**src/rtl/flash_guard_pkg.sv**
```systemverilog
package flash_guard_pkg;

  // Decoded command after priority resolution
  typedef enum logic [2:0] {
    OP_NONE,
    OP_WREN,
    OP_WRDI,
    OP_WRSR,
    OP_PP,
    OP_SE,
    OP_BE
  } opKind_e;

  // Strobes from control to datapath
  typedef struct packed {
    logic setWel;
    logic clrWel;
    logic loadSr;
    logic accept;
    logic reject;
  } ctrlStrobe_t;

endpackage

```
**src/rtl/flash_guard_ctrl.sv**
```systemverilog
module flash_guard_ctrl
  import flash_guard_pkg::*;
(
  input  logic        cmdWren,
  input  logic        cmdWrdi,
  input  logic        cmdWrsr,
  input  logic        cmdPp,
  input  logic        cmdSe,
  input  logic        cmdBe,
  input  logic        welQ,
  input  logic        lockBitQ,
  input  logic        wpPinN,
  input  logic        addrProtected,
  input  logic        protNonZero,
  output ctrlStrobe_t strb,
  output logic        hwLock
);

  opKind_e op;
  logic    pass;

  assign hwLock = lockBitQ & ~wpPinN;

  // One command per cycle; modify commands win over latch commands
  always_comb begin
    op = OP_NONE;
    if (cmdWrsr)      op = OP_WRSR;
    else if (cmdPp)   op = OP_PP;
    else if (cmdSe)   op = OP_SE;
    else if (cmdBe)   op = OP_BE;
    else if (cmdWrdi) op = OP_WRDI;
    else if (cmdWren) op = OP_WREN;
  end

  always_comb begin
    strb = '0;
    pass = 1'b0;
    case (op)
      OP_WREN: strb.setWel = 1'b1;
      OP_WRDI: strb.clrWel = 1'b1;
      OP_WRSR: begin
        pass        = welQ & ~hwLock;
        strb.clrWel = 1'b1;
        strb.loadSr = pass;
        strb.accept = pass;
        strb.reject = ~pass;
      end
      OP_PP, OP_SE: begin
        pass        = welQ & ~addrProtected;
        strb.clrWel = 1'b1;
        strb.accept = pass;
        strb.reject = ~pass;
      end
      OP_BE: begin
        pass        = welQ & ~protNonZero;
        strb.clrWel = 1'b1;
        strb.accept = pass;
        strb.reject = ~pass;
      end
      default: ;
    endcase
  end

endmodule

```
**src/rtl/flash_guard_dp.sv**
```systemverilog
module flash_guard_dp
  import flash_guard_pkg::*;
#(
  parameter int ADDR_W = 22,
  parameter int BP_W   = 3
) (
  input  logic              clk,
  input  logic              rstN,
  input  ctrlStrobe_t       strb,
  input  logic [ADDR_W-1:0] cmdAddr,
  input  logic              wrsrLock,
  input  logic [BP_W-1:0]   wrsrProt,
  output logic              welQ,
  output logic              lockBitQ,
  output logic [BP_W-1:0]   protQ,
  output logic              acceptQ,
  output logic              rejectQ,
  output logic              addrProtected,
  output logic              protNonZero
);

  localparam int LEVELS = (1 << BP_W) - 1;
  localparam int CMP_W  = ADDR_W + 1;

  // Lower bound of the protected region for each protect value
  logic [CMP_W-1:0] regionBase [0:LEVELS];

  for (genvar lvl = 0; lvl <= LEVELS; lvl++) begin : g_base
    if (lvl == 0) begin : g_none
      assign regionBase[lvl] = CMP_W'(1) << ADDR_W;
    end else begin : g_lvl
      assign regionBase[lvl] = (CMP_W'(1) << ADDR_W)
                             - (CMP_W'(1) << (ADDR_W - LEVELS + lvl));
    end
  end

  assign protNonZero   = |protQ;
  assign addrProtected = protNonZero && ({1'b0, cmdAddr} >= regionBase[protQ]);

  always_ff @(posedge clk or negedge rstN) begin
    if (!rstN) begin
      welQ     <= 1'b0;
      lockBitQ <= 1'b0;
      protQ    <= '0;
      acceptQ  <= 1'b0;
      rejectQ  <= 1'b0;
    end else begin
      acceptQ <= strb.accept;
      rejectQ <= strb.reject;
      if (strb.setWel)      welQ <= 1'b1;
      else if (strb.clrWel) welQ <= 1'b0;
      if (strb.loadSr) begin
        lockBitQ <= wrsrLock;
        protQ    <= wrsrProt;
      end
    end
  end

endmodule

```
**src/rtl/flash_guard_top.sv**
```systemverilog
module flash_guard_top
  import flash_guard_pkg::*;
#(
  parameter int ADDR_W = 22,
  parameter int BP_W   = 3
) (
  input  logic              clk,
  input  logic              rstN,
  input  logic              cmdWren,
  input  logic              cmdWrdi,
  input  logic              cmdWrsr,
  input  logic              cmdPp,
  input  logic              cmdSe,
  input  logic              cmdBe,
  input  logic [ADDR_W-1:0] cmdAddr,
  input  logic              wrsrLock,
  input  logic [BP_W-1:0]   wrsrProt,
  input  logic              wpPinN,
  output logic              cmdAccept,
  output logic              cmdReject,
  output logic              welOut,
  output logic              lockBitOut,
  output logic [BP_W-1:0]   protOut,
  output logic              hwLockActive
);

  ctrlStrobe_t strb;
  logic        welQ;
  logic        lockBitQ;
  logic        addrProtected;
  logic        protNonZero;

  flash_guard_ctrl u_ctrl (
    .cmdWren       (cmdWren),
    .cmdWrdi       (cmdWrdi),
    .cmdWrsr       (cmdWrsr),
    .cmdPp         (cmdPp),
    .cmdSe         (cmdSe),
    .cmdBe         (cmdBe),
    .welQ          (welQ),
    .lockBitQ      (lockBitQ),
    .wpPinN        (wpPinN),
    .addrProtected (addrProtected),
    .protNonZero   (protNonZero),
    .strb          (strb),
    .hwLock        (hwLockActive)
  );

  flash_guard_dp #(
    .ADDR_W (ADDR_W),
    .BP_W   (BP_W)
  ) u_dp (
    .clk           (clk),
    .rstN          (rstN),
    .strb          (strb),
    .cmdAddr       (cmdAddr),
    .wrsrLock      (wrsrLock),
    .wrsrProt      (wrsrProt),
    .welQ          (welQ),
    .lockBitQ      (lockBitQ),
    .protQ         (protOut),
    .acceptQ       (cmdAccept),
    .rejectQ       (cmdReject),
    .addrProtected (addrProtected),
    .protNonZero   (protNonZero)
  );

  assign welOut     = welQ;
  assign lockBitOut = lockBitQ;

endmodule

```
**config.mk**
```make
export PLATFORM = sky130hd
export DESIGN_NAME = flash_guard_top
export DESIGN_NICKNAME = d
export VERILOG_FILES = /design/src/rtl/flash_guard_pkg.sv /design/src/rtl/flash_guard_ctrl.sv /design/src/rtl/flash_guard_dp.sv /design/src/rtl/flash_guard_top.sv
export SDC_FILE = /design/constraint.sdc
export NUM_CORES = 1
export LEC_CHECK = 0
export ABC_AREA = 1
export BUFFER_PORTS_ARGS = -buffer_cell sky130_fd_sc_hd__buf_4
export CORE_ASPECT_RATIO = 1.25
export CORE_UTILIZATION = 39
export CTS_CLUSTER_DIAMETER = 120
export CTS_CLUSTER_SIZE = 8
export DETAILED_ROUTE_END_ITERATION = 10
export HOLD_SLACK_MARGIN = 0.05
export PLACE_DENSITY = 0.86
export RECOVER_POWER = 100
export SLEW_MARGIN = 20
export SYNTH_ARGS = -nofsm -noshare
export SYNTH_HDL_FRONTEND = slang
export SYNTH_SLANG_ARGS = --single-unit
```
**constraint.sdc**
```tcl
create_clock -name clk -period 1.65 [get_ports clk]
set_input_delay 0.165 -clock clk [delete_from_list [all_inputs] [get_ports clk]]
set_output_delay 0.165 -clock clk [all_outputs]
set_load 0.02 [all_outputs]
```
== Yosys cells after proc, flatten, opt, wreduce, memory -nomap -nowiden ==
Memories as Yosys holds them, arrays and structs flattened.
Cells that the tools add are included.
Storage, ports and cells
  bits in registers: 7
  latch bits: 0
  bits in writable memories: 0
  memory bits (read-only): 184
  input bits: 35
  output and inout port bits: 8
  logic and storage cells: 45
  memories kept: 1
Memory list
  (name not given): depth 8, bits a word 23, read ports 1, clocked after memory_dff 0, write ports 0, line flash_guard_dp.sv:38  | assign addrProtected = protNonZero && ({1'b0, cmdAddr} >= regionBase[protQ]);
Operators by class
  add/subtract/negate cells: 0
  multipliers: 0
  div/mod/pow operators: 0
  order comparisons: 2
  equality and inequality tests: 6
  shifts and indexed selects: 0
  muxes and demuxes: 14
  bitwise logic cells: 12
  reductions and logical operators: 5
Operators with widths (count)
  23-bit 2-to-1 mux: 2
  22-bit by 23-bit greater-or-equal comparator with 1-bit output: 1
  3-bit 2-to-1 mux: 5
  3-bit equality test (second input constant): 3
  1-bit inverter: 7
  3-bit by 2-bit equality test with 1-bit output (second input constant): 2
  1-bit 2-to-1 mux: 6
  2-bit case mux with 3 select lines: 1
  5-bit OR reduction: 1
  1-bit bitwise AND: 4
  4-bit greater-or-equal comparator (second input constant): 1
  3-bit inverter with 4-bit output: 1
  3-bit by 1-bit equality test with 1-bit output (second input constant): 1
  3-bit OR reduction: 1
  2-bit nonzero test: 1
  2-bit OR reduction: 1
  1-bit logical AND: 1

== Logic depth before layout (Yosys ltp) ==
  word-level depth: 11
  gate-level depth with buffers: 13
  depth with buffers taken out: 13

== Cells and area by module ==
Synthesis repeated with hierarchy kept, for this count alone.
Unflattened totals
  cells, all modules: 111
  area total of the unflattened synthesis: 749.5 um2
By module, submodules not included
  flash_guard_dp: times used 1, cells each 78, area each 565.5 um2, sequential area each 175.2 um2
  flash_guard_ctrl: times used 1, cells each 33, area each 183.9 um2, sequential area each 0.0 um2

== Least setup slack after synthesis ==
OpenSTA, ideal clock, no wires.
  kind: reg2reg
  start: reg u_dp.protQ[0]
  end: reg u_dp.rejectQ
  library setup time: 116 ps
  arrival: 1808 ps
  data required time: 1534 ps
  path slack: -274 ps
  cell stages (with the launch flop): 13
  buffers on the path: 0
  period minus slack after synthesis: 1924 ps
  cell sequence: dfrtp_1 > inv_1 > ha_1 > or2_2 > ha_1 > nand2_1 > nand2_1 > nor2_1 > nor2_1 > nor2_1 > nand2_1 > nand2_1 > nand2_1
RTL lines
  start, declared: line flash_guard_dp.sv:15  | output logic [BP_W-1:0] protQ,
  start signal, assigned: line flash_guard_dp.sv:54  | protQ <= wrsrProt;
  end signal, assigned: line flash_guard_dp.sv:49  | rejectQ <= strb.reject;
  end, declared: line flash_guard_dp.sv:17  | output logic rejectQ,

==> impl_metrics.csv <==
group,metric,value,unit
timing,max-slew-margin-rel,74.72,%
pwr,pwr-share-comb,65.1,%
timing,fin_crit,1.783,ns
logic_synthesis,ys_ff_latch,7,
pwr,p_leak,0.6862,nW
global_routing,grt_pass1_wl,3429,microns
setup_path,critPathKind,"flip-flop to flip-flop",
setup_path,path_delay_family,"simple AND/OR/NAND/NOR gates",
timing,timing.final.crit_share,108.0,%
timing,skew,0.002225,ns
routing,vias_per_cell,4.811,
clocking,clk_pin_slew,0.05,ns
logic_synthesis,seq_area_frac_synth,23.41,%
floorplan,start_util,41.88,%
setup_path,arrival,1.92,ns
routing,drc,0,
floorplan,die_area,2099,sq um
pwr,powerDensity,966.4,nW/um^2
logic_synthesis,synth_cell_type_count,18,
logic_synthesis,synth.most_common_cell,"nand2_1",
timing,report.final.slew_viol_count,0,
placed_design,place_hpwl,1695,microns
routing,drt_iter0_markers,9,
setup_path,critPathMaxFanout,3,
logic_synthesis,synth_top_family_by_area,"simple AND/OR/NAND/NOR gates",
logic_synthesis,syn_area_per_cell,6.288,sq um
final_layout,final_cells,190,
routing,wl,2105,microns
floorplan,num_rows,17,
logic_synthesis,ys_async_sr_fraction,100.0,%
logic_synthesis,ys.flop_type,"dfrtp_1",
run_status,violations,"negative setup slack",
pwr,p_int,0.6603,mW
logic_synthesis,synth_xor_area_share,0,%
final_layout,syn_to_final_growth,62.38,%
final_layout,postLayoutCellArea,1215,sq um
logic_synthesis,yosysTopAreaCell,"dfrtp_1",
logic_synthesis,synth_mux_area_share,0,%
timing,hold_violations,0,
logic_synthesis,ys_top_cells_by_count,"nand2_1, inv_1, nor2_1",
clocking,h-tree-depth,1,
logic_synthesis,syn_inst,119,
final_layout,diodes,0,
clocking,cts.sinks,7,
placed_design,placed_area,1130,sq um
timing,tightest_slew,0.3792,ns
global_routing,grt_start_max_net_pins,10,
logic_synthesis,synthTopCellsByArea,"dfrtp_1, nand2_1, ha_1",
logic_synthesis,synth-compound-area-share,10.03,%
floorplan,dieWidth,41.18,microns
logic_synthesis,synth_area,748.2,sq um
clocking,cts_buffers,3,
pwr,netSwitchingFraction,43.77,%
global_routing,grt_pass1_vias,881,
logic_synthesis,synth_nets,164,
clocking,cts_buffer_depth,2,
floorplan,num_io_pins,43,
global_routing,grt_usage,23.26,%
routing,ant_nets,0,
final_layout,final_nets,217,
setup_path,cp-end-kind,"flip-flop",
setup_path,crit_required,1.79,ns
pwr,ir_drop,0.6651,mV
pwr,p_seq_share,21.7,%
global_routing,grt_overflow,0,
routing,first_pass_iters,4,
logic_synthesis,yosys.area_share.simple,34.28,%
pwr,switchingPower,0.5139,mW
setup_path,rrSetupSlack,-0.13,ns
clocking,clk_latency,0.25,ns
setup_path,crit_chain,"inv_4, ha_4, nand2_1, ha_1, nand2_2, nor2_1, nor2_2, nor2_1, nor2_2, nand2_1, nand2_1, nand2_1",
routing,vias,914,
floorplan,die_h,50.97,microns
timing,rsz0062_at_grt,"true",
timing,setup_viol,2,
run,drv_cap,0,
timing,setup_tns,-0.2290,ns
placed_design,globalplace.congestion,0.7449,
clocking,cts_tree,"built",
final_layout,drive_above_1_share,38.01,%
setup_path,slowest_stage,"dfrtp_2",
global_routing,antenna_found_initial,0,
timing,fmax,560.9,MHz
setup_path,crit_buf_inv,1,
placed_design,port_buffers,42,
logic_synthesis,synth_edf_count,0,
logic_synthesis,synth_top_area_share,23.41,%
placed_design,place_inst,183,
timing,fin_ws,-0.1328,ns
pwr,clockPowerShare,13.2,%
routing,wire_per_inst,11.08,microns
setup_path,crit_top_cell,"nand2_1",
worst_hold_path,hold_class,"input pin to flip-flop",
logic_synthesis,yosysWarnings,0,
setup_path,cp-start-kind,"flip-flop",
setup_path,crit_path_max_incr_delay,0.40,ns
floorplan,coreArea,1787,sq um
logic_synthesis,synth-adder-area-share,16.72,%
run_status,status,"finished with violations",
clocking,cts_root_buf,"clkbuf_4",
==> cell usage in the layout, fill, tap and decap left out, drive strengths merged <==
cell,synthesis,layout
or2,1,1
nand4,1,1
dlygate4sd3,0,1
nand3,3,3
nand2,35,35
a41oi,1,1
o21ai,7,7
buf,0,41
nor3,1,1
ha,10,10
clkbuf,0,10
inv,31,31
and2b,1,1
dfrtp,7,7
nor2,16,16
o21a,1,1
a21oi,4,4
==> stage by stage <==
step / total power, mW / hold WS (ns) / util [%] / setup WS (ns)
after floorplan: 0.6417 / -0.1306 / - / -0.02842
after global placement: 0.8661 / -0.02121 / 63.24 / -0.05346
after CTS: 1.136 / 0.1241 / 67.65 / -0.1050
final: 1.174 / 0.1324 / 68.00 / -0.1328
after global routing: 1.282 / 0.1448 / 68.00 / -0.1785
after detailed placement: 0.9012 / -0.01966 / 63.24 / -0.1443
==> power by group through the flow <==
stage	Combinational, mW	Clock, mW	Sequential [mW]
after floorplan	0.345	0	0.297
after detailed placement	0.649	0	0.252
after CTS	0.732	0.160	0.244
after global placement	0.617	0	0.249
final	0.764	0.155	0.255
after global routing	0.849	0.174	0.259
==> sequential cells by signal, summed over array words and instances, names as in the netlist <==
| signal | cells |
|---|---|
| u_dp.lockBitQ | 1 |
| u_dp.protQ | 3 |
| u_dp.rejectQ | 1 |
| u_dp.welQ | 1 |
| u_dp.acceptQ | 1 |
==> cells by family after synthesis <==
family                   Yosys count
AND/OR/NAND/NOR                   58
buffers and inverters             31
AO/OA/AOI/OAI                     13
adder cells (fa/ha/maj)           10
flip-flops                         7
==> area by class of cell <==
class,count,area [sq um]
clock buffers,4,26.28
fillers,157,571.8
inverters,31,121.4
multi-input cells,81,525.5
flip-flops and latches,7,177.7
well taps,19,23.77
repair buffers,48,340.3
==> repair_timing <==
action	in CTS	in global routing
endpoints found under the setup margin	2	2
hold buffers	1	0
setup buffers	2	0
gates resized for setup	5	8
endpoints found under the hold margin	7	0
pin swaps	7	6
==> metal layers <==
metal | vias up | share of wire (%) | GRT usage [%]
met5 | - | 0 | 0
met4 | 0 | 2.4 | 7.527
met3 | 6 | 3.8 | 6.087
met2 | 31 | 58 | 42.71
met1 | 416 | 35 | 23.42
li1 | 461 | - | -
==> worst paths after layout <==
kind | start | endpoint | cells past startpoint
hold reg to reg | u_dp.lockBitQ | u_dp.lockBitQ | 2
max in group asynchronous | rstN | u_dp.protQ[1] | 2
min in group asynchronous | rstN | u_dp.protQ[2] | 2
setup reg to reg | u_dp.protQ[0] | u_dp.rejectQ | 12
hold / removal | wrsrProt[1] | u_dp.protQ[1] | 3
setup / recovery | u_dp.protQ[0] | u_dp.rejectQ | 12
==> worst register-to-register path: cells and delay by family, from the launching register on <==
| family | cells | cell delay [ns] |
|---|---|---|
| adder cells (fa/ha/maj) | 2 | 0.54 |
| buffers and inverters | 1 | 0.07 |
| flip-flops | 1 | 0.40 |
| AND/OR/NAND/NOR | 9 | 0.66 |
Power figures use the tool's default switching activity.
